==> config.mk <==
export PLATFORM = sky130hd
export DESIGN_NAME = nvm_ctl_seq
export DESIGN_NICKNAME = d
export VERILOG_FILES = /design/src/rtl/nvm_seq_pkg.sv /design/src/rtl/nvm_cmd_gate.sv /design/src/rtl/nvm_ctl_reg.sv /design/src/rtl/nvm_seq_fsm.sv /design/src/rtl/nvm_ctl_seq.sv
export SDC_FILE = /design/constraint.sdc
export NUM_CORES = 1
export LEC_CHECK = 0
export BUFFER_PORTS_ARGS = -buffer_cell sky130_fd_sc_hd__buf_2
export CORE_MARGIN = 1.5
export CORE_UTILIZATION = 44
export DETAILED_ROUTE_END_ITERATION = 8
export GPL_TIMING_DRIVEN = 0
export PLACE_DENSITY_LB_ADDON = 0.3
export SYNTH_ARGS = -nofsm -noshare
export SYNTH_HDL_FRONTEND = slang
export SYNTH_SLANG_ARGS = --single-unit
export TNS_END_PERCENT = 5
==> constraint.sdc <==
create_clock -name clk -period 1.4 [get_ports clk]
set_input_delay 0.07 -clock clk [delete_from_list [all_inputs] [get_ports clk]]
set_output_delay 0.07 -clock clk [all_outputs]
set_load 0.1 [all_outputs]
==> src/rtl/nvm_seq_pkg.sv <==
// Shared types and control-byte bit positions for the nonvolatile memory
// sequencer. Assumes an eight-bit control byte whose bit order is fixed,
// since software decodes it.
package nvm_seq_pkg;

    localparam int CTL_W     = 8;
    localparam int BIT_PROG  = 7;
    localparam int BIT_CFG   = 6;
    localparam int BIT_ERASE = 4;
    localparam int BIT_ERR   = 3;
    localparam int BIT_WEN   = 2;
    localparam int BIT_GOW   = 1;
    localparam int BIT_GOR   = 0;

    typedef enum logic [1:0] {
        OP_READ  = 2'd0,
        OP_WRITE = 2'd1,
        OP_ERASE = 2'd2
    } nvm_op_e;

    typedef enum logic [1:0] {
        SP_DATA = 2'd0,
        SP_PROG = 2'd1,
        SP_CFG  = 2'd2
    } nvm_space_e;

    typedef enum logic [1:0] {
        ST_IDLE  = 2'd0,
        ST_READ  = 2'd1,
        ST_WRITE = 2'd2
    } seq_state_e;

    typedef struct packed {
        logic sel_prog;
        logic sel_cfg;
        logic erase_en;
        logic err;
        logic wr_allow;
    } ctl_fields_t;

endpackage

==> src/rtl/nvm_cmd_gate.sv <==
// Command gating: decides, for the current CPU write, which fields may change
// and whether a read or write start is accepted. Purely combinational.
// Assumes `active` covers both an in-flight write and a pending read.
module nvm_cmd_gate
    import nvm_seq_pkg::*;
(
    input  logic                 reg_wr_en,
    input  logic [CTL_W-1:0]     reg_wdata,
    input  ctl_fields_t          fields,
    input  logic                 busy,
    input  logic                 active,
    output logic                 upd_sel,
    output logic                 nxt_prog,
    output logic                 nxt_cfg,
    output logic                 nxt_erase,
    output logic                 start_write,
    output logic                 start_read,
    output nvm_op_e              start_op,
    output nvm_space_e           start_space
);

    // Select and erase fields as they would stand after this write.
    always_comb begin
        upd_sel   = reg_wr_en && !busy;
        nxt_prog  = upd_sel ? reg_wdata[BIT_PROG]  : fields.sel_prog;
        nxt_cfg   = upd_sel ? reg_wdata[BIT_CFG]   : fields.sel_cfg;
        nxt_erase = upd_sel ? reg_wdata[BIT_ERASE] : fields.erase_en;
    end

    // Start acceptance: write needs prior enable; read needs data space.
    always_comb begin
        start_write = reg_wr_en && reg_wdata[BIT_GOW] && fields.wr_allow && !active;
        start_read  = reg_wr_en && reg_wdata[BIT_GOR] && !nxt_prog && !nxt_cfg
                      && !active && !start_write;
    end

    // Operation and space codes carried with the request.
    always_comb begin
        if (nxt_cfg)       start_space = SP_CFG;
        else if (nxt_prog) start_space = SP_PROG;
        else               start_space = SP_DATA;
        if (start_write)   start_op = nxt_erase ? OP_ERASE : OP_WRITE;
        else               start_op = OP_READ;
    end

endmodule

==> src/rtl/nvm_ctl_reg.sv <==
// Holds the software-visible control fields other than the command bits.
// Assumes the gate has already suppressed select/erase updates while busy and
// that fin_erase pulses only when an erase completes without abort.
module nvm_ctl_reg
    import nvm_seq_pkg::*;
(
    input  logic             clk,
    input  logic             rst_n,
    input  logic             reg_wr_en,
    input  logic [CTL_W-1:0] reg_wdata,
    input  logic             upd_sel,
    input  logic             nxt_prog,
    input  logic             nxt_cfg,
    input  logic             nxt_erase,
    input  logic             busy,
    input  logic             abort_i,
    input  logic             fin_erase,
    output ctl_fields_t      fields
);

    // Field update with hardware events taking priority over software.
    always_ff @(posedge clk) begin
        if (!rst_n) begin
            fields <= '0;
        end else begin
            if (upd_sel) begin
                fields.sel_prog <= nxt_prog;
                fields.sel_cfg  <= nxt_cfg;
            end
            if (fin_erase)    fields.erase_en <= 1'b0;
            else if (upd_sel) fields.erase_en <= nxt_erase;
            if (reg_wr_en)    fields.wr_allow <= reg_wdata[BIT_WEN];
            if (busy && abort_i) fields.err <= 1'b1;
            else if (reg_wr_en)  fields.err <= reg_wdata[BIT_ERR];
        end
    end

    assert_abort_sets_err_R10: assert property (@(posedge clk) disable iff (!rst_n)
        (busy && abort_i) |=> fields.err);

    assert_sel_frozen_R9: assert property (@(posedge clk) disable iff (!rst_n)
        busy |=> ($stable(fields.sel_prog) && $stable(fields.sel_cfg)));

    assert_err_sticky_R11: assert property (@(posedge clk) disable iff (!rst_n)
        (fields.err && !reg_wr_en) |=> fields.err);

endmodule

==> src/rtl/nvm_seq_fsm.sv <==
// Busy state machine and memory-side request register. A read lasts one
// cycle and captures mem_rdata on exit; a write or erase waits for mem_done
// or abort. Assumes starts are only asserted while the machine is idle.
module nvm_seq_fsm
    import nvm_seq_pkg::*;
#(
    parameter int ADDR_W = 12,
    parameter int DATA_W = 8
) (
    input  logic              clk,
    input  logic              rst_n,
    input  logic              start_write,
    input  logic              start_read,
    input  nvm_op_e           start_op,
    input  nvm_space_e        start_space,
    input  logic [ADDR_W-1:0] tbl_addr,
    input  logic              mem_done,
    input  logic [DATA_W-1:0] mem_rdata,
    input  logic              abort_i,
    output logic              go_write,
    output logic              go_read,
    output logic              busy,
    output logic              active,
    output logic              mem_req,
    output nvm_op_e           mem_op,
    output nvm_space_e        mem_space,
    output logic [ADDR_W-1:0] mem_addr,
    output logic [DATA_W-1:0] rd_data,
    output logic              fin_erase
);

    seq_state_e state;
    logic       wr_finish;

    // Decoded state views used by the register and gate.
    always_comb begin
        go_write  = (state == ST_WRITE);
        go_read   = (state == ST_READ);
        busy      = go_write;
        active    = (state != ST_IDLE);
        wr_finish = busy && mem_done && !abort_i;
        fin_erase = wr_finish && (mem_op == OP_ERASE);
    end

    // Request pulse and captured operation descriptor.
    always_ff @(posedge clk) begin
        if (!rst_n) begin
            mem_req   <= 1'b0;
            mem_op    <= OP_READ;
            mem_space <= SP_DATA;
            mem_addr  <= '0;
        end else begin
            mem_req <= start_write || start_read;
            if (start_write || start_read) begin
                mem_op    <= start_op;
                mem_space <= start_space;
                mem_addr  <= tbl_addr;
            end
        end
    end

    // State sequencing and read data capture.
    always_ff @(posedge clk) begin
        if (!rst_n) begin
            state   <= ST_IDLE;
            rd_data <= '0;
        end else begin
            unique case (state)
                ST_IDLE: begin
                    if (start_write)     state <= ST_WRITE;
                    else if (start_read) state <= ST_READ;
                end
                ST_READ: begin
                    rd_data <= mem_rdata;
                    state   <= ST_IDLE;
                end
                ST_WRITE: begin
                    if (abort_i || mem_done) state <= ST_IDLE;
                end
                default: state <= ST_IDLE;
            endcase
        end
    end

    assert_req_single_R4: assert property (@(posedge clk) disable iff (!rst_n)
        mem_req |=> !mem_req);

    assert_busy_end_R5: assert property (@(posedge clk) disable iff (!rst_n)
        ($fell(busy) && $past(rst_n)) |-> $past(mem_done || abort_i));

    assert_read_one_clk_R6: assert property (@(posedge clk) disable iff (!rst_n)
        go_read |=> !go_read);

    assert_read_data_space_R7: assert property (@(posedge clk) disable iff (!rst_n)
        (mem_req && mem_op == OP_READ) |-> (mem_space == SP_DATA));

endmodule

==> src/rtl/nvm_ctl_seq.sv <==
// Top of the nonvolatile memory control sequencer: CPU control byte, command
// gating, busy tracking and the request/done handshake toward the memory.
// Assumes mem_rdata is valid combinationally while a read request is out.
module nvm_ctl_seq
    import nvm_seq_pkg::*;
#(
    parameter int ADDR_W = 12,
    parameter int DATA_W = 8
) (
    input  logic              clk,
    input  logic              rst_n,
    input  logic              abort_i,
    input  logic              reg_wr_en,
    input  logic [7:0]        reg_wdata,
    output logic [7:0]        reg_rdata,
    input  logic [ADDR_W-1:0] tbl_addr,
    output logic              busy,
    output logic              mem_req,
    output logic [1:0]        mem_op,
    output logic [1:0]        mem_space,
    output logic [ADDR_W-1:0] mem_addr,
    input  logic              mem_done,
    input  logic [DATA_W-1:0] mem_rdata,
    output logic [DATA_W-1:0] rd_data
);

    ctl_fields_t fields;
    logic        upd_sel, nxt_prog, nxt_cfg, nxt_erase;
    logic        start_write, start_read, active, go_write, go_read, fin_erase;
    nvm_op_e     start_op, op_q;
    nvm_space_e  start_space, space_q;

    nvm_cmd_gate u_gate (
        .reg_wr_en   (reg_wr_en),
        .reg_wdata   (reg_wdata),
        .fields      (fields),
        .busy        (busy),
        .active      (active),
        .upd_sel     (upd_sel),
        .nxt_prog    (nxt_prog),
        .nxt_cfg     (nxt_cfg),
        .nxt_erase   (nxt_erase),
        .start_write (start_write),
        .start_read  (start_read),
        .start_op    (start_op),
        .start_space (start_space)
    );

    nvm_ctl_reg u_reg (
        .clk       (clk),
        .rst_n     (rst_n),
        .reg_wr_en (reg_wr_en),
        .reg_wdata (reg_wdata),
        .upd_sel   (upd_sel),
        .nxt_prog  (nxt_prog),
        .nxt_cfg   (nxt_cfg),
        .nxt_erase (nxt_erase),
        .busy      (busy),
        .abort_i   (abort_i),
        .fin_erase (fin_erase),
        .fields    (fields)
    );

    nvm_seq_fsm #(.ADDR_W(ADDR_W), .DATA_W(DATA_W)) u_fsm (
        .clk         (clk),
        .rst_n       (rst_n),
        .start_write (start_write),
        .start_read  (start_read),
        .start_op    (start_op),
        .start_space (start_space),
        .tbl_addr    (tbl_addr),
        .mem_done    (mem_done),
        .mem_rdata   (mem_rdata),
        .abort_i     (abort_i),
        .go_write    (go_write),
        .go_read     (go_read),
        .busy        (busy),
        .active      (active),
        .mem_req     (mem_req),
        .mem_op      (op_q),
        .mem_space   (space_q),
        .mem_addr    (mem_addr),
        .rd_data     (rd_data),
        .fin_erase   (fin_erase)
    );

    assign mem_op    = op_q;
    assign mem_space = space_q;

    // Assemble the software-visible control byte.
    always_comb begin
        reg_rdata            = '0;
        reg_rdata[BIT_PROG]  = fields.sel_prog;
        reg_rdata[BIT_CFG]   = fields.sel_cfg;
        reg_rdata[BIT_ERASE] = fields.erase_en;
        reg_rdata[BIT_ERR]   = fields.err;
        reg_rdata[BIT_WEN]   = fields.wr_allow;
        reg_rdata[BIT_GOW]   = go_write;
        reg_rdata[BIT_GOR]   = go_read;
    end

    assert_wr_gated_R3: assert property (@(posedge clk) disable iff (!rst_n)
        (!busy && !(reg_wr_en && reg_wdata[BIT_GOW] && fields.wr_allow)) |=> !busy);

    assert_busy_req_R4: assert property (@(posedge clk) disable iff (!rst_n)
        $rose(busy) |-> (mem_req && mem_op != 2'd0));

endmodule

==> results of run 1 <==
==> registers in the layout, indices dropped and copies added (netlist names) <==
register	count
u_fsm.mem_addr	12
u_fsm.rd_data	8
u_reg.fields	5
u_fsm.mem_op	2
u_fsm.mem_space	2
u_fsm.state	2
u_fsm.mem_req	1
==> cell families after synthesis <==
group,Yosys count
other cells,1
buf+inv,13
compound gates,16
flops,32
mux,16
simple gates,69
==> synthesized netlist by cell type <==
library cell               number
sky130_fd_sc_hd__nand2b_1       2
sky130_fd_sc_hd__clkinv_1       1
sky130_fd_sc_hd__nor2_4         1
sky130_fd_sc_hd__a21oi_1       11
sky130_fd_sc_hd__nor2_1         5
sky130_fd_sc_hd__clkbuf_1       4
sky130_fd_sc_hd__nor4b_4        1
sky130_fd_sc_hd__buf_2          1
sky130_fd_sc_hd__nand2_1       44
sky130_fd_sc_hd__nor3_2         1
sky130_fd_sc_hd__o21ai_0        1
sky130_fd_sc_hd__nand3b_1       1
sky130_fd_sc_hd__dfxtp_1       32
sky130_fd_sc_hd__or2_2          1
sky130_fd_sc_hd__mux2_2         1
sky130_fd_sc_hd__o21a_1         1
sky130_fd_sc_hd__nand3_1        1
sky130_fd_sc_hd__a211oi_1       1
sky130_fd_sc_hd__or3_1          2
sky130_fd_sc_hd__nor4_1         1
sky130_fd_sc_hd__inv_1          2
sky130_fd_sc_hd__buf_6          2
sky130_fd_sc_hd__conb_1         1
sky130_fd_sc_hd__and2_1         1
sky130_fd_sc_hd__nand2_4        1
sky130_fd_sc_hd__mux2i_1       15
sky130_fd_sc_hd__nor3_1         4
sky130_fd_sc_hd__a21boi_0       1
sky130_fd_sc_hd__and3_1         2
sky130_fd_sc_hd__a41o_1         1
sky130_fd_sc_hd__nor3b_1        1
sky130_fd_sc_hd__buf_4          3
==> power groups by stage <==
stage          clock (mW)  combinational (mW)  sequential (mW)
6_report            0.541               0.477            0.952
5_1_grt             0.610               0.501            0.956
4_1_cts             0.552               0.468            0.952
3_5_place_dp            0               0.419            0.977
3_3_place_gp            0               0.413            0.974
2_1_floorplan           0               0.124             1.18
==> through the flow <==
stage	hold WS (ns)	setup slack (ns)	utilization (%)	TNS, ns
floorplan	0.206	-0.0407	-	-0.0596
global placement	0.312	-0.210	61.4	-0.235
detailed placement	0.320	-0.251	61.4	-0.596
CTS	0.00813	-0.0429	72.6	-0.314
global route	-0.00392	-0.0619	74.9	-0.351
finish	0.00517	-0.0268	74.9	-0.0431
==> worst min-delay path, stage by stage <==
cell                      delay (ns)
sky130_fd_sc_hd__buf_2          0.10
sky130_fd_sc_hd__nand2_1        0.05
sky130_fd_sc_hd__a21oi_1        0.05
==> metal layers <==
metal / up-vias / track usage, % / share of wire, %
met5: - / 0 / 0
met4: 0 / 7.97 / 0.95
met3: 5 / 5.44 / 6.4
met2: 50 / 45.0 / 55
met1: 613 / 23.2 / 37
li1: 673 / - / -
==> layout make-up <==
type                            instances  area [µm²]
Tap cell                               31        38.8
Sequential cell                        32         654
Fill cell                             223         698
Clock buffer                            8        58.8
Inverter                                3        22.5
Buffer                                 10        91.3
Multi-Input combinational cell        102         621
Timing Repair Buffer                   89         597
==> worst max path at each step <==
stage	startpoint	to	cells after the start
after detailed placement	u_fsm.state[1]$_SDFFE_PN0P_	reg_rdata[0]	5
after global routing	u_fsm.state[1]$_SDFFE_PN0P_	u_fsm.mem_space[0]$_SDFFE_PN0P_	6
final	u_fsm.state[1]$_SDFFE_PN0P_	u_fsm.mem_space[0]$_SDFFE_PN0P_	6
after global placement	u_fsm.state[1]$_SDFFE_PN0P_	reg_rdata[0]	5
after CTS	u_fsm.state[1]$_SDFFE_PN0P_	reg_rdata[0]	5
after floorplan	u_reg.fields[4]$_SDFFE_PN0N_	u_fsm.mem_space[0]$_SDFFE_PN0P_	2
==> timing repair <==
action                                 CTS  global route
endpoints found under the hold margin   20             0
hold buffers                            20             0
resized for setup                       15             5
pin swaps                                0             2
setup endpoints to repair               13            15
setup buffers                            1             5
==> impl_metrics.sql, run 1 <==
INSERT INTO impl_metrics (metric_group, metric, value, unit) VALUES
('timing', 'clock_skew', '0.00870', 'ns'),
('finish', 'layout.cells.non_filler', '275', ''),
('yosys', 'post_synth_main_area_contributors', 'sky130_fd_sc_hd__dfxtp_1 (49%), sky130_fd_sc_hd__nand2_1 (13%), sky130_fd_sc_hd__mux2i_1 (11%), sky130_fd_sc_hd__a21oi_1 (4.2%), sky130_fd_sc_hd__nor4b_4 (1.8%)', ''),
('floorplanning', 'floorplan.core_area', '2780', 'µm²'),
('power', 'powerDensity', '946', 'nW/µm²'),
('routing', 'final_antenna_net_count', '0', ''),
('setup_path', 'critical_path_required', '1.63', 'ns'),
('yosys', 'syn_nets', '180', ''),
('outcome', 'violations_in_the_final_reports', 'setup timing', ''),
('setup_path', 'worstRegToRegCells', '6', ''),
('timing', 'max_transition_viols_final', '0', ''),
('yosys', 'post_synth_fa_ha_maj_area_fraction', '0', '%'),
('routing', 'route.detailed.drc', '0', ''),
('power', 'power.clock.fraction', '27.5', '%'),
('routing', 'drtIter0Drc', '43', ''),
('finish', 'layout_commonest_cell', 'sky130_fd_sc_hd__buf_2', ''),
('finish', 'final_area', '2080', 'µm²'),
('outcome', 'outcome', 'finished, violations left', ''),
('power', 'cell_internal_pwr', '1.33', 'mW'),
('yosys', 'synth-simple-area-share', '25.7', '%'),
('clock_network', 'cts_tree', 'yes', ''),
('routing', 'avgRoutedWirePerCell', '13.0', 'µm'),
('timing', 'layout_min_cycle_time', '1.43', 'ns'),
('power', 'power.switching', '0.640', 'mW'),
('timing', 'worst_slack', '-0.0268', 'ns'),
('min_path', 'hold_class', 'input pin to register', ''),
('clock_network', 'cts_sinks', '32', ''),
('setup_path', 'critical_path.top_delay_family', 'buffers and inverters', ''),
('floorplanning', 'ios', '67', ''),
('place', 'dp_hpwl', '2.34', 'mm'),
('yosys', 'synth_area', '1310', 'µm²'),
('timing', 'setup_viol_count_final', '2', ''),
('global_routing', 'grtUsageTotal', '23.0', '%'),
('clock_network', 'ctsHtreeMaxLevel', '2', ''),
('clock_network', 'clk_latency', '0.32', 'ns'),
('place', 'dpl-instance-area', '1710', 'µm²'),
('setup_path', 'worstSetupPathType', 'register to register', ''),
('yosys', 'synth_area_in_compound_gates', '7.06', '%'),
('yosys', 'synth_xor_xnor_area_share', '0', '%'),
('yosys', 'ys_warn_count', '0', ''),
('flow_run', 'max_cap_viol_count', '0', ''),
('floorplanning', 'fp.dieH', '57.6', 'µm'),
('timing', 'rsz0062_at_grt', 'yes', ''),
('routing', 'vias_after_detailed_routing', '1341', ''),
('finish', 'layout-drive-gt1-share', '39.8', '%'),
('setup_path', 'r2r_slack', '-0.03', 'ns'),
('setup_path', 'critPathMaxFanout', '6', ''),
('clock_network', 'path_clk_slew', '0.10', 'ns'),
('timing', 'timing_hold_violations_final', '0', ''),
('min_path', 'hold_path_depth', '3', ''),
('setup_path', 'critPathArrivalTime', '1.65', 'ns'),
('yosys', 'combinational_family_with_the_most_area_after_synthesis', 'simple AND/OR/NAND/NOR gates', ''),
('power', 'leakage', '1.05', 'nW'),
('yosys', 'synth_largest_type_area_fraction', '48.9', '%'),
('routing', 'drt_pass1_iterations', '4', ''),
('power', 'power', '1.97', 'mW'),
('power', 'share_seq_of_total_power', '48.3', '%'),
('place', 'finalWeightedCongestion', '0.776', ''),
('yosys', 'yosysTopAreaCell', 'sky130_fd_sc_hd__dfxtp_1', ''),
('clock_network', 'clockBufferDepth', '2', ''),
('setup_path', 'timing.critical_path.slowest_stage_cell', 'sky130_fd_sc_hd__dfxtp_4', ''),
('floorplanning', 'initial_core_util', '47.1', '%'),
('power', 'switching_share', '32.5', '%'),
('setup_path', 'critical_path.reg2reg.startpoint', 'u_fsm.state[1]$_SDFFE_PN0P_', ''),
('clock_network', 'clock_tree.root_cell', 'sky130_fd_sc_hd__clkbuf_4', ''),
('routing', 'postRouteWirelength', '3.57', 'mm'),
('power', 'vdd_drop_max', '0.00116', 'V'),
('power', 'pwr-share-comb', '24.2', '%'),
('floorplanning', 'core.rowCount', '19', ''),
('finish', 'layout-area-overhead-vs-synth', '58.9', '%'),
('finish', 'final_nets', '276', '');
Note: power is estimated with default switching activity, not from simulation.
==> run 2: changes to the inputs <==
--- a/config.mk
+++ b/config.mk
@@ -11,6 +11,7 @@
 export DETAILED_ROUTE_END_ITERATION = 8
 export GPL_TIMING_DRIVEN = 0
 export PLACE_DENSITY_LB_ADDON = 0.3
+export SKIP_CTS_REPAIR_TIMING = 1
 export SYNTH_ARGS = -nofsm -noshare
 export SYNTH_HDL_FRONTEND = slang
 export SYNTH_SLANG_ARGS = --single-unit
==> impl_metrics.sql, run 2 (synthesis gave the netlist of run 1 again) <==
INSERT INTO impl_metrics (metric_group, metric, value, unit) VALUES
('outcome', 'outcome', 'finished, violations left', ''),
('outcome', 'violations_in_the_final_reports', 'hold timing, setup timing', ''),
('min_path', 'hold_class', 'input pin to register', ''),
('finish', 'antenna_cells_inserted', '0', ''),
('clock_network', 'cts_sinks', '32', ''),
('place', 'dpl_worst_slack', '-0.251', 'ns'),
('clock_network', 'clockBufferDepth', '2', ''),
('global_routing', 'grt_pass1_vias', '1178', ''),
('timing', 'worst_slack', '-0.00571', 'ns'),
('place', 'dp_hpwl', '2.34', 'mm'),
('global_routing', 'grt_max_degree', '11', ''),
('power', 'powerDensity', '940', 'nW/µm²'),
('power', 'share_seq_of_total_power', '48.2', '%'),
('finish', 'final_nets', '279', ''),
('setup_path', 'critical_path_start_type', 'register', ''),
('global_routing', 'globalRoute.totalOverflow', '0', ''),
('floorplanning', 'die_area', '3320', 'µm²'),
('clock_network', 'path_clk_slew', '0.10', 'ns'),
('finish', 'largest_registers', 'u_fsm.mem_addr x12, u_fsm.rd_data x8, u_reg.fields x5', ''),
('floorplanning', 'die_width', '57.6', 'µm'),
('floorplanning', 'ios', '67', ''),
('setup_path', 'critPathMaxFanout', '5', ''),
('timing', 'rsz0062_at_grt', 'yes', ''),
('place', 'dpl-instance-area', '1710', 'µm²'),
('routing', 'postRouteWirelength', '3.60', 'mm'),
('global_routing', 'grt_first_pass_wirelength', '4.95', 'mm'),
('timing', 'setup_viol_count_final', '1', ''),
('power', 'pwr-share-comb', '24.1', '%'),
('finish', 'fill_cells', '206', ''),
('routing', 'drt_pass1_iterations', '4', ''),
('power', 'leakage', '1.05', 'nW'),
('finish', 'layout-area-overhead-vs-synth', '60.2', '%'),
('timing', 'max_transition_viols_final', '0', ''),
('finish', 'largest_reg_flops', '12', ''),
('timing', 'post-route-period-util', '100', '%'),
('place', 'finalWeightedCongestion', '0.776', ''),
('setup_path', 'critPathArrivalTime', '1.34', 'ns'),
('routing', 'route.detailed.drc', '0', ''),
('clock_network', 'ctsHtreeMaxLevel', '2', ''),
('timing', 'clock_skew', '0.00715', 'ns'),
('routing', 'drtIter0Drc', '41', ''),
('finish', 'layout.cells.non_filler', '278', ''),
('power', 'switching_share', '32.7', '%'),
('global_routing', 'grt_antenna_before_repair', '0', ''),
('power', 'power.switching', '0.646', 'mW'),
('floorplanning', 'floorplan.core_area', '2780', 'µm²'),
('clock_network', 'clk_latency', '0.33', 'ns'),
('setup_path', 'worstSetupPathType', 'register to primary output', ''),
('finish', 'layout-drive-gt1-share', '41.3', '%'),
('floorplanning', 'core.rowCount', '19', ''),
('routing', 'routed_vias_inst', '4.91', ''),
('power', 'vdd_drop_max', '0.000998', 'V'),
('routing', 'avgRoutedWirePerCell', '13.0', 'µm'),
('place', 'placedCellCount', '241', ''),
('flow_run', 'max_cap_viol_count', '0', ''),
('clock_network', 'cts_made_buffers', '5', ''),
('power', 'cell_internal_pwr', '1.33', 'mW'),
('global_routing', 'grtUsageTotal', '19.6', '%'),
('setup_path', 'critical_path_required', '1.33', 'ns'),
('power', 'power.clock.fraction', '27.7', '%'),
('timing', 'hold_ws', '-0.0221', 'ns'),
('finish', 'registers.top_by_ff_count', 'u_fsm.mem_addr', ''),
('setup_path', 'worst_setup_path_end_kind', 'primary output', ''),
('routing', 'final_antenna_net_count', '0', ''),
('finish', 'final_area', '2100', 'µm²'),
('timing', 'fmax', '711', 'MHz'),
('place', 'port-buffer-count', '63', ''),
('floorplanning', 'fp.dieH', '57.6', 'µm'),
('finish', 'layout.cells.most_common_list', 'sky130_fd_sc_hd__buf_2 (60), sky130_fd_sc_hd__nand2_1 (44), sky130_fd_sc_hd__dfxtp_1 (27)', ''),
('timing', 'timing_hold_violations_final', '3', ''),
('timing', 'layout_min_cycle_time', '1.41', 'ns'),
('floorplanning', 'initial_core_util', '47.1', '%'),
('clock_network', 'clock_tree.root_cell', 'sky130_fd_sc_hd__clkbuf_4', ''),
('clock_network', 'cts_tree', 'yes', ''),
('routing', 'vias_after_detailed_routing', '1366', ''),
('finish', 'layout_commonest_cell', 'sky130_fd_sc_hd__buf_2', '');
run 2: cell count changes in the layout (fill, tap and decap cells not counted), sizes merged:
| cell | delta |
|---|---|
| buf | +4 |
| dlygate4sd3 | -2 |
| clkbuf | +1 |
| clkinvlp | +1 |
| inv | -1 |
run 2: through the flow:
stage	utilization, %	total power [mW]	setup TNS, ns
5_1_grt	75.5	2.07	-0.252
6_report	75.5	1.98	-0.00571
3_5_place_dp	61.4	1.40	-0.596
2_1_floorplan	-	1.30	-0.0596
4_1_cts	63.5	1.93	-1.59
3_3_place_gp	61.4	1.39	-0.235
run 2: metal layers:
metal	track usage [%]	wire (µm)
met1	21.6	1430
met3	5.22	247
met2	35.4	1890
met5	0	0
met4	7.97	36
run 2: power groups by stage:
stage,logic [mW],registers [mW],clock network [mW]
after floorplan,0.124,1.18,0
after global placement,0.413,0.974,0
after detailed placement,0.419,0.977,0
after CTS,0.419,0.956,0.552
after global routing,0.499,0.956,0.611
final,0.477,0.952,0.547
run 2: worst paths after layout:
kind,end,cells after the start,slack [ns],startpoint
min reg2reg,u_fsm.rd_data[2]$_SDFFE_PN0P_,2,0.46,u_fsm.rd_data[2]$_SDFFE_PN0P_
min,u_fsm.mem_addr[9]$_SDFFE_PN0P_,3,-0.02,tbl_addr[9]
max reg2reg,u_fsm.mem_space[0]$_SDFFE_PN0P_,5,0.02,u_fsm.state[1]$_SDFFE_PN0P_
max,busy,4,-0.006,u_fsm.state[1]$_SDFFE_PN0P_
run 2: worst max-delay path, cell delays in order (launching register included):
cell and delay, ns:
sky130_fd_sc_hd__dfxtp_4 0.37, sky130_fd_sc_hd__buf_4 0.14, sky130_fd_sc_hd__nand2b_4 0.09, sky130_fd_sc_hd__clkinvlp_4 0.12
sky130_fd_sc_hd__clkbuf_4 0.29
run 2: layout make-up:
class / instances / area (µm²) / area share (%)
clock buffer: 8 / 58.8 / 2.80
sequential: 32 / 654 / 31.1
inverter: 3 / 18.8 / 0.893
buffer: 10 / 91.3 / 4.35
multi-input combinational: 102 / 621 / 29.5
timing repair buffer: 92 / 618 / 29.4
tap: 31 / 38.8 / 1.85
==> run 3: changes to the inputs <==
--- a/config.mk
+++ b/config.mk
@@ -5,10 +5,10 @@
 export SDC_FILE = /design/constraint.sdc
 export NUM_CORES = 1
 export LEC_CHECK = 0
-export BUFFER_PORTS_ARGS = -buffer_cell sky130_fd_sc_hd__buf_2
 export CORE_MARGIN = 1.5
-export CORE_UTILIZATION = 44
+export CORE_UTILIZATION = 60
 export DETAILED_ROUTE_END_ITERATION = 8
+export DONT_BUFFER_PORTS = 1
 export GPL_TIMING_DRIVEN = 0
 export PLACE_DENSITY_LB_ADDON = 0.3
 export SKIP_CTS_REPAIR_TIMING = 1
==> impl_metrics.sql, run 3 (synthesis gave the netlist of run 1 again) <==
INSERT INTO impl_metrics (metric_group, metric, value, unit) VALUES
('outcome', 'outcome', 'finished, violations left', ''),
('outcome', 'violations_in_the_final_reports', 'hold timing, setup timing', ''),
('finish', 'layout-area-overhead-vs-synth', '33.4', '%'),
('setup_path', 'critical_path_required', '1.33', 'ns'),
('routing', 'postRouteWirelength', '3.38', 'mm'),
('routing', 'avgRoutedWirePerCell', '16.2', 'µm'),
('clock_network', 'ctsHtreeMaxLevel', '2', ''),
('floorplanning', 'core.rowCount', '16', ''),
('power', 'leakage', '0.734', 'nW'),
('setup_path', 'critical_path.top_delay_family', 'buffers and inverters', ''),
('routing', 'routed_vias_inst', '5.64', ''),
('setup_path', 'critPathArrivalTime', '1.68', 'ns'),
('finish', 'final_nets', '213', ''),
('timing', 'layout_min_cycle_time', '1.75', 'ns'),
('finish', 'fill_cells', '109', ''),
('setup_path', 'crit_end', 'reg_rdata[1]', ''),
('clock_network', 'cts_made_buffers', '5', ''),
('floorplanning', 'fp.dieH', '49.8', 'µm'),
('timing', 'rsz0062_at_grt', 'yes', ''),
('setup_path', 'worst_setup_path_end_kind', 'primary output', ''),
('timing', 'hold_ws', '-0.0208', 'ns'),
('timing', 'worst_slack', '-0.355', 'ns'),
('routing', 'vias_after_detailed_routing', '1173', ''),
('clock_network', 'clock_tree.root_cell', 'sky130_fd_sc_hd__clkbuf_4', ''),
('finish', 'largest_reg_flops', '12', ''),
('setup_path', 'worstSetupPathType', 'register to primary output', ''),
('setup_path', 'critPathMaxFanout', '6', ''),
('global_routing', 'grt_first_pass_wirelength', '4.41', 'mm'),
('setup_path', 'cp_num_buf_inv', '2', ''),
('finish', 'final_area', '1750', 'µm²'),
('finish', 'share_of_the_core_filled_with_cells_in_the_final_layout', '87.4', '%'),
('setup_path', 'slowest_stage_delay_on_critical_path', '0.46', 'ns'),
('place', 'dpl_worst_slack', '-0.135', 'ns'),
('clock_network', 'path_clk_slew', '0.10', 'ns'),
('global_routing', 'grt_max_degree', '11', ''),
('finish', 'largest_registers', 'u_fsm.mem_addr x12, u_fsm.rd_data x8, u_reg.fields x5', ''),
('routing', 'drtIter0Drc', '22', ''),
('setup_path', 'worstSetupStartpoint', 'u_fsm.state[0]$_SDFFE_PN0P_', ''),
('place', 'placedCellCount', '174', ''),
('finish', 'multi_input_comb_area', '628', 'µm²'),
('finish', 'layout.cells.non_filler', '208', ''),
('floorplanning', 'die_width', '49.8', 'µm'),
('floorplanning', 'floorplan.core_area', '2000', 'µm²'),
('finish', 'registers.top_by_ff_count', 'u_fsm.mem_addr', ''),
('setup_path', 'critical_path_start_type', 'register', ''),
('timing', 'fmax', '570', 'MHz'),
('timing', 'timing_hold_violations_final', '1', ''),
('setup_path', 'critical_path.reg2reg.startpoint', 'u_reg.fields[0]$_SDFFE_PN0P_', ''),
('routing', 'final_antenna_net_count', '0', ''),
('timing', 'timing.setup.tns', '-1.74', 'ns'),
('floorplanning', 'die_area', '2480', 'µm²'),
('power', 'powerDensity', '1090', 'nW/µm²'),
('min_path', 'hold_start', 'mem_done', ''),
('timing', 'setup_viol_count_final', '15', ''),
('flow_run', 'max_cap_viol_count', '0', ''),
('place', 'finalWeightedCongestion', '0.767', ''),
('timing', 'max_slew_margin', '33.9', '%'),
('place', 'dp_hpwl', '2.13', 'mm'),
('floorplanning', 'ios', '67', ''),
('routing', 'drt_pass1_iterations', '4', ''),
('global_routing', 'globalRoute.totalOverflow', '0', ''),
('setup_path', 'timing.critical_path.slowest_stage_cell', 'sky130_fd_sc_hd__clkinvlp_4', ''),
('timing', 'max_transition_viols_final', '0', ''),
('finish', 'regArea', '664', 'µm²'),
('timing', 'post-route-period-util', '125', '%'),
('timing', 'clock_skew', '0.00970', 'ns'),
('finish', 'layout.cells.most_common_list', 'sky130_fd_sc_hd__nand2_1 (44), sky130_fd_sc_hd__dlygate4sd3_1 (25), sky130_fd_sc_hd__dfxtp_1 (21)', ''),
('routing', 'route.detailed.drc', '0', ''),
('global_routing', 'grt_antenna_before_repair', '0', ''),
('setup_path', 'r2r_slack', '-0.11', 'ns'),
('finish', 'layout_commonest_cell', 'sky130_fd_sc_hd__nand2_1', ''),
('setup_path', 'worstReg2RegEnd', 'u_fsm.mem_addr[1]$_SDFFE_PN0P_', ''),
('power', 'vdd_drop_max', '0.00116', 'V'),
('setup_path', 'critical_path.cell_chain', 'nand2b_4 -> clkinvlp_4 -> buf_12', ''),
('place', 'port-buffer-count', '0', ''),
('place', 'dpl-instance-area', '1390', 'µm²'),
('global_routing', 'grtUsageTotal', '23.7', '%'),
('finish', 'layout-drive-gt1-share', '19.9', '%'),
('setup_path', 'worstRegToRegCells', '5', ''),
('floorplanning', 'initial_core_util', '65.5', '%'),
('min_path', 'hold_class', 'input pin to register', ''),
('global_routing', 'grt_pass1_vias', '1001', ''),
('timing', 'tightestPinTransition', '0.990', 'ns'),
('clock_network', 'clk_latency', '0.32', 'ns'),
('setup_path', 'worst_path_depth', '3', ''),
('finish', 'antenna_cells_inserted', '0', ''),
('clock_network', 'clockBufferDepth', '2', ''),
('clock_network', 'cts_tree', 'yes', ''),
('clock_network', 'cts_sinks', '32', '');
run 3: changes by cell type in the layout (fill, tap and decap cells not counted), moves of 2 or more:
cell / change
sky130_fd_sc_hd__dfxtp_2: +5
sky130_fd_sc_hd__buf_2: -60
sky130_fd_sc_hd__buf_6: -3
sky130_fd_sc_hd__buf_12: -2
sky130_fd_sc_hd__buf_4: -8
sky130_fd_sc_hd__dlygate4sd3_1: +7
sky130_fd_sc_hd__dfxtp_1: -6
run 3: how the worst min path moves through the flow:
stage,end,slack [ns],cells after the start
floorplan,u_fsm.rd_data[0]$_SDFFE_PN0P_,0.21,2
global placement,u_fsm.rd_data[6]$_SDFFE_PN0P_,0.21,2
detailed placement,u_fsm.mem_addr[2]$_SDFFE_PN0P_,0.22,2
CTS,u_fsm.mem_addr[2]$_SDFFE_PN0P_,-0.13,2
global route,u_fsm.state[0]$_SDFFE_PN0P_,0.01,2
finish,u_reg.fields[2]$_SDFFE_PP0N_,-0.02,3
run 3: worst reg2reg max path: stages (launching register included):
cell and delay, ns:
sky130_fd_sc_hd__dfxtp_4 0.57, sky130_fd_sc_hd__nand3_4 0.14, sky130_fd_sc_hd__nor3_4 0.29, sky130_fd_sc_hd__nor2_4 0.10, sky130_fd_sc_hd__buf_8 0.18, sky130_fd_sc_hd__mux2i_1 0.12
run 3: per-layer routing:
| metal | vias to the layer above | wire length, µm | global-route usage [%] |
|---|---|---|---|
| li1 | 547 | - | - |
| met1 | 549 | 1250 | 24.8 |
| met2 | 66 | 1760 | 42.0 |
| met3 | 11 | 283 | 8.18 |
| met4 | 0 | 83 | 11.1 |
| met5 | - | 0 | 0 |
run 3: through the flow:
step	power [mW]	hold WS [ns]
floorplan	1.30	0.206
global placement	1.32	0.209
detailed placement	1.33	0.215
CTS	1.85	-0.126
global route	1.96	0.0146
finish	1.91	-0.0208
run 3: final cells by class:
cell class,instances,share of cell area (%)
buffer,10,5.01
clock buffer,8,3.36
inverter,3,1.07
multi-input combinational,102,35.9
sequential,32,38.0
tap,27,1.93
timing repair buffer,26,14.7
run 3: power breakdown:
| part | internal (mW) | switching [mW] | total [mW] |
|---|---|---|---|
| Combinational | 0.103 | 0.109 | 0.212 |
| Clock | 0.248 | 0.290 | 0.538 |
| Sequential | 0.936 | 0.225 | 1.16 |
